**config.mk**
```make
export PLATFORM = sky130hd
export DESIGN_NAME = db_dispatch
export DESIGN_NICKNAME = d
export VERILOG_FILES = /design/src/rtl/db_map_pkg.sv /design/src/rtl/db_cmd_bank.sv /design/src/rtl/db_stat_decode.sv /design/src/rtl/db_pulse_stage.sv /design/src/rtl/db_dispatch.sv
export SDC_FILE = /design/constraint.sdc
export NUM_CORES = 1
export LEC_CHECK = 0
export ABC_AREA = 0
export BUFFER_PORTS_ARGS = -buffer_cell sky130_fd_sc_hd__buf_4
export CORE_AREA = 5 5 152 154
export DETAILED_ROUTE_END_ITERATION = 16
export DIE_AREA = 0 0 157 159
export HOLD_SLACK_MARGIN = 0.08
export PLACE_DENSITY = 0.75
export SYNTH_ARGS = -nofsm -noshare
export SYNTH_HDL_FRONTEND = slang
export SYNTH_SLANG_ARGS = --single-unit
```
**constraint.sdc**
```tcl
create_clock -name clk -period 3.47 [get_ports clk]
set_input_delay 0.1735 -clock clk [delete_from_list [all_inputs] [get_ports clk]]
set_output_delay 0.1735 -clock clk [all_outputs]
set_load 0.01 [all_outputs]
```
**src/rtl/db_map_pkg.sv**
```systemverilog
package db_map_pkg;

  localparam int unsigned DEF_NUM_CMD        = 8;
  localparam int unsigned DEF_NUM_STAT       = 8;
  localparam int unsigned DEF_CMD_BASE       = 32'h0000_A9D0;
  localparam int unsigned DEF_CMD_STRIDE     = 8;
  localparam int unsigned DEF_STAT_BASE      = 32'h0000_B180;
  localparam int unsigned DEF_STAT_STRIDE    = 4;
  localparam int unsigned DEF_STAT_IDX_FIRST = 17;
  localparam int unsigned DEF_SEND_BIT       = 13;

  // byte offset of the command word for a low-range doorbell
  function automatic int unsigned cmd_offset(int unsigned base, int unsigned stride,
                                             int unsigned line);
    return base + stride * line;
  endfunction

  // status-bank index used by a high-range doorbell (global doorbell number)
  function automatic int unsigned stat_index(int unsigned first, int unsigned num_cmd,
                                             int unsigned line);
    return line - num_cmd + first;
  endfunction

  // byte offset of a status-bank entry
  function automatic int unsigned stat_offset(int unsigned base, int unsigned stride,
                                              int unsigned idx);
    return base + stride * idx;
  endfunction

  // word with one bit dropped
  function automatic logic [31:0] drop_bit(logic [31:0] word, int unsigned pos);
    return word & ~(32'd1 << pos);
  endfunction

endpackage

```
**src/rtl/db_cmd_bank.sv**
```systemverilog
module db_cmd_bank
  import db_map_pkg::*;
#(
  parameter int unsigned NUM_CMD    = DEF_NUM_CMD,
  parameter int unsigned ADDR_W     = 16,
  parameter int unsigned CMD_BASE   = DEF_CMD_BASE,
  parameter int unsigned CMD_STRIDE = DEF_CMD_STRIDE,
  parameter int unsigned SEND_BIT   = DEF_SEND_BIT
) (
  input  logic               clk,
  input  logic               rst,
  input  logic               wr_en,
  input  logic [ADDR_W-1:0]  wr_addr,
  input  logic [31:0]        wr_data,
  input  logic [ADDR_W-1:0]  rd_addr,
  output logic [31:0]        rd_data,
  output logic [NUM_CMD-1:0] fire
);

  logic [NUM_CMD-1:0] wr_hit;
  logic [NUM_CMD-1:0] rd_hit;
  logic [31:0]        cmd_q [NUM_CMD];
  logic [31:0]        rd_word;

  for (genvar g = 0; g < NUM_CMD; g++) begin : g_slot
    localparam int unsigned SLOT_OFF = cmd_offset(CMD_BASE, CMD_STRIDE, g);
    assign wr_hit[g] = wr_en && (32'(wr_addr) == SLOT_OFF);
    assign rd_hit[g] = (32'(rd_addr) == SLOT_OFF);
    assign fire[g]   = wr_hit[g] && wr_data[SEND_BIT];
  end

  always_ff @(posedge clk) begin
    if (rst) begin
      for (int i = 0; i < NUM_CMD; i++) cmd_q[i] <= '0;
    end else begin
      for (int i = 0; i < NUM_CMD; i++)
        if (wr_hit[i]) cmd_q[i] <= drop_bit(wr_data, SEND_BIT);
    end
  end

  always_comb begin
    rd_word = '0;
    for (int i = 0; i < NUM_CMD; i++)
      if (rd_hit[i]) rd_word = cmd_q[i];
  end

  always_ff @(posedge clk) begin
    if (rst) rd_data <= '0;
    else     rd_data <= rd_word;
  end

endmodule

```
**src/rtl/db_stat_decode.sv**
```systemverilog
module db_stat_decode
  import db_map_pkg::*;
#(
  parameter int unsigned NUM_CMD       = DEF_NUM_CMD,
  parameter int unsigned NUM_STAT      = DEF_NUM_STAT,
  parameter int unsigned ADDR_W        = 16,
  parameter int unsigned STAT_BASE     = DEF_STAT_BASE,
  parameter int unsigned STAT_STRIDE   = DEF_STAT_STRIDE,
  parameter int unsigned STAT_IDX_FIRST = DEF_STAT_IDX_FIRST
) (
  input  logic                wr_en,
  input  logic [ADDR_W-1:0]   wr_addr,
  output logic [NUM_STAT-1:0] fire
);

  for (genvar g = 0; g < NUM_STAT; g++) begin : g_line
    localparam int unsigned IDX = stat_index(STAT_IDX_FIRST, NUM_CMD, NUM_CMD + g);
    localparam int unsigned OFF = stat_offset(STAT_BASE, STAT_STRIDE, IDX);
    assign fire[g] = wr_en && (32'(wr_addr) == OFF);
  end

endmodule

```
**src/rtl/db_pulse_stage.sv**
```systemverilog
module db_pulse_stage #(
  parameter int unsigned WIDTH = 16
) (
  input  logic             clk,
  input  logic             rst,
  input  logic [WIDTH-1:0] fire_in,
  output logic [WIDTH-1:0] pulse_out
);

  always_ff @(posedge clk) begin
    if (rst) pulse_out <= '0;
    else     pulse_out <= fire_in;
  end

endmodule

```
**src/rtl/db_dispatch.sv**
```systemverilog
module db_dispatch
  import db_map_pkg::*;
#(
  parameter int unsigned NUM_CMD        = DEF_NUM_CMD,
  parameter int unsigned NUM_STAT       = DEF_NUM_STAT,
  parameter int unsigned ADDR_W         = 16,
  parameter int unsigned CMD_BASE       = DEF_CMD_BASE,
  parameter int unsigned CMD_STRIDE     = DEF_CMD_STRIDE,
  parameter int unsigned STAT_BASE      = DEF_STAT_BASE,
  parameter int unsigned STAT_STRIDE    = DEF_STAT_STRIDE,
  parameter int unsigned STAT_IDX_FIRST = DEF_STAT_IDX_FIRST,
  parameter int unsigned SEND_BIT       = DEF_SEND_BIT,
  localparam int unsigned NUM_LINES     = NUM_CMD + NUM_STAT
) (
  input  logic                 clk,
  input  logic                 rst,
  input  logic                 wr_en,
  input  logic [ADDR_W-1:0]    wr_addr,
  input  logic [31:0]          wr_data,
  input  logic [ADDR_W-1:0]    rd_addr,
  output logic [31:0]          rd_data,
  output logic [NUM_LINES-1:0] db_pulse
);

  // named internal events, observed by the bound checker
  logic [NUM_CMD-1:0]   cmd_fire;
  logic [NUM_STAT-1:0]  stat_fire;
  logic                 cmd_any;
  logic                 stat_any;
  logic [NUM_LINES-1:0] fire_all;

  db_cmd_bank #(
    .NUM_CMD(NUM_CMD), .ADDR_W(ADDR_W), .CMD_BASE(CMD_BASE),
    .CMD_STRIDE(CMD_STRIDE), .SEND_BIT(SEND_BIT)
  ) u_cmd (
    .clk(clk), .rst(rst), .wr_en(wr_en), .wr_addr(wr_addr), .wr_data(wr_data),
    .rd_addr(rd_addr), .rd_data(rd_data), .fire(cmd_fire)
  );

  db_stat_decode #(
    .NUM_CMD(NUM_CMD), .NUM_STAT(NUM_STAT), .ADDR_W(ADDR_W),
    .STAT_BASE(STAT_BASE), .STAT_STRIDE(STAT_STRIDE), .STAT_IDX_FIRST(STAT_IDX_FIRST)
  ) u_stat (
    .wr_en(wr_en), .wr_addr(wr_addr), .fire(stat_fire)
  );

  assign cmd_any  = |cmd_fire;
  assign stat_any = |stat_fire;
  assign fire_all = {stat_fire, cmd_fire};

  db_pulse_stage #(.WIDTH(NUM_LINES)) u_pulse (
    .clk(clk), .rst(rst), .fire_in(fire_all), .pulse_out(db_pulse)
  );

endmodule

```
==> run summary <==
Vias/cell = 6.01
Die Ht = 159 um
Synth Area in Adders = 0%
GRT Overall Usage = 24.0%
final worst-path setup slack = 0.786 ns
# fillers = 1,509
first-pass GRT wire length = 47.3 mm
CP top delay family = buffers and inverters
CP startpoint kind = input port
hpwl dp = 17.5 mm
Worst-Margin Slew = 1.29 ns
I/O Buffers = 113
die width = 157 um
skew final = 0.0104 ns
final max-slew violation count = 0
CP Buf/Inv Count = 5
CTS tree = built
Mapped Area = 0.0124 mm^2
initial antenna violation count = 1
vias in the first global route = 8,745
CP max stage cell = dlygate4sd3_1
Final period util = 77.3%
number of routed nets with antenna violations = 0
synth top area cells = edfxtp_1 (60%), dfxtp_1 (7.6%), mux2i_1 (5.0%)
critical path class = in -> reg
Synth top area share = 59.8%
most frequent CP cell = dlygate4sd3_1
post-DR wirelength/cell = 21.6 um
synth warn = 0
Peak VDD IR = 0.360 mV
P per Cell Area = 528 mW/mm^2
H-Tree Depth = 1
time the worst path needs with I/O delays and setup = 2.68 ns
top cell type by total area after synthesis = edfxtp_1
clock root cell = clkbuf_16
maxcap violations = 0
Synth cell types = 42
Leakage = 5.29 nW
TritonCTS buffer count = 30
router iterations before antenna repair = 5
Placement Rows = 54
syn avg cell area = 12.7 um^2
post-CTS resize count = 0
Congestion Overflow GR = 0
die area = 0.0250 mm^2
Post-synth EDFFs = 248
Syn Nets = 1,049
total core area = 0.0216 mm^2
main combinational cell family by area after synthesis = simple AND/OR/NAND/NOR gates
setup TNS = 0 ns
RSZ-0062 raised after global routing = no
Crit path largest cell delay = 0.60 ns
IO Pins = 115
most common flop cell mapped by yosys = edfxtp_1
CP Capture Type = register
WL final = 30.3 mm
largest net degree at the start of global routing = 63
vias = 8,427
Slew Limit Headroom = 13.6%
sequential fraction of the synthesis area = 67.4%
flops & latches, synth = 295
Clock transition at path regs = 0.06 ns
ys async rst share = 0%
Syn Inst Count = 982
CTS max path bufs = 3
pre-CTS setup slack = 0.827 ns
# setup viols final = 0
# DRC = 0
status = completed
Clock Latency Late Sink = 0.55 ns
Initial DRC Count = 933
post-synthesis mux area share = 4.99%
crit path DAT = 3.18 ns
reg2reg setup slack = 2.28 ns
compound-gate portion of the synthesized area = 8.66%
Sink Count = 295
worst-path fanout max = 3
fraction of layout cells with a size suffix above 1 = 23.7%
Max Clk Rate = 373 MHz
Final Wtd Congestion = 0.788
Hold Crit Class = in -> reg
Worst EP required = 3.96 ns
Power, Total = 7.75 mW
XOR/XNOR Fraction of Synth Area = 0%
final-report hold violation count = 0
Final #Nets = 1,166
Initial Utilization = 57.7%
# diodes = 0
worst path cell trace = dlygate4sd3_1 -> buf_4 -> nor3b_1 -> dlygate4sd3_1 -> nand2_1 -> dlygate4sd3_1 -> nor4_1 -> dlygate4sd3_1
P&R area growth vs syn = 17.9%
Synth Area in Simple Gates = 14.7%
most common cell after layout, fill and taps aside = edfxtp_1
most frequent cells in the layout = edfxtp_1 (248), buf_4 (146), nor2_1 (137)
-- kinds of logic (layout without fill, tap and decap cells) --
group / Yosys count / in the layout
AOI/OAI and AO/OA: 157 / 157
other: 1 / 1
DFF: 295 / 295
and+or+nand+nor: 359 / 359
buffers and inverters: 108 / 249
muxes: 62 / 62
-- cells in the mapped netlist (all sizes together), types with 5 or more instances --
| cell | count |
|---|---|
| a21oi | 31 |
| a22oi | 31 |
| a32o | 12 |
| buf | 17 |
| clkbuf | 57 |
| dfxtp | 47 |
| edfxtp | 248 |
| inv | 34 |
| mux2i | 62 |
| nand2 | 8 |
| nand2b | 39 |
| nand3 | 5 |
| nor2 | 197 |
| nor2b | 5 |
| nor3 | 65 |
| o21ai | 19 |
| o22a | 19 |
| o22ai | 24 |
| o31ai | 19 |
| or3 | 14 |
-- layer usage --
metal,wire length (um),vias to the layer above,GRT usage (%),share of wire [%]
li1,-,3815,-,-
met1,12200,4132,32.6,40
met2,14800,424,39.6,49
met4,679,0,7.38,2.2
met5,0,-,0,0
met3,2660,56,4.21,8.8
-- layout make-up --
class | count | area (um^2) | area share [%]
Inverter | 34 | 128 | 0.870
Timing Repair Buffer | 159 | 1230 | 8.36
Clock buffer | 33 | 783 | 5.34
Multi-Input combinational cell | 579 | 3570 | 24.4
Clock inverter | 23 | 223 | 1.52
Sequential cell | 295 | 8390 | 57.2
Tap cell | 280 | 350 | 2.39
-- worst reg2reg max path: cells and delay by family (launching register included) --
family          cells  cell delay (ns)
simple gates        1             0.39
flops               1             0.36
compound gates      1             0.32
-- worst paths after layout --
| kind | cells after the start | end | start |
|---|---|---|---|
| worst max-delay path | 8 | u_pulse.pulse_out[15] | wr_addr[11] |
| worst max register to register | 2 | u_cmd.rd_data[6] | u_cmd.cmd_q[0][99] |
| worst min register to register | 2 | u_cmd.rd_data[25] | u_cmd.cmd_q[0][117] |
| worst min-delay path | 4 | u_pulse.pulse_out[6] | wr_addr[2] |
-- repair_timing --
action / in CTS / in global routing
hold buffers: 13 / 0
buffers inserted: 0 / 0
setup endpoints to repair: 0 / 0
endpoints found under the hold margin: 16 / 0
-- state kept, by name (all words and copies together), names as in the netlist --
name               count
u_cmd.cmd_q          248
u_cmd.rd_data         31
u_pulse.pulse_out     16
-- where the power goes --
part           switching [mW]  total [mW]  internal, mW
sequential             0.0454        4.05          4.01
combinational           0.274       0.429         0.155
clock                    1.34        3.27          1.92
total                    1.66        7.75          6.09
-- metrics by stage --
stage	hold slack, ns	area, um^2	instances	util (%)
finish	0.0939	14700	1403	68.1
global route	0.123	14700	1403	68.1
CTS	0.0831	14700	1403	68.1
detailed placement	0.382	13500	1334	62.8
global placement	0.381	13500	1334	62.8
floorplan	0.253	12400	982	-
No activity file was read; power rests on OpenSTA's default activity.
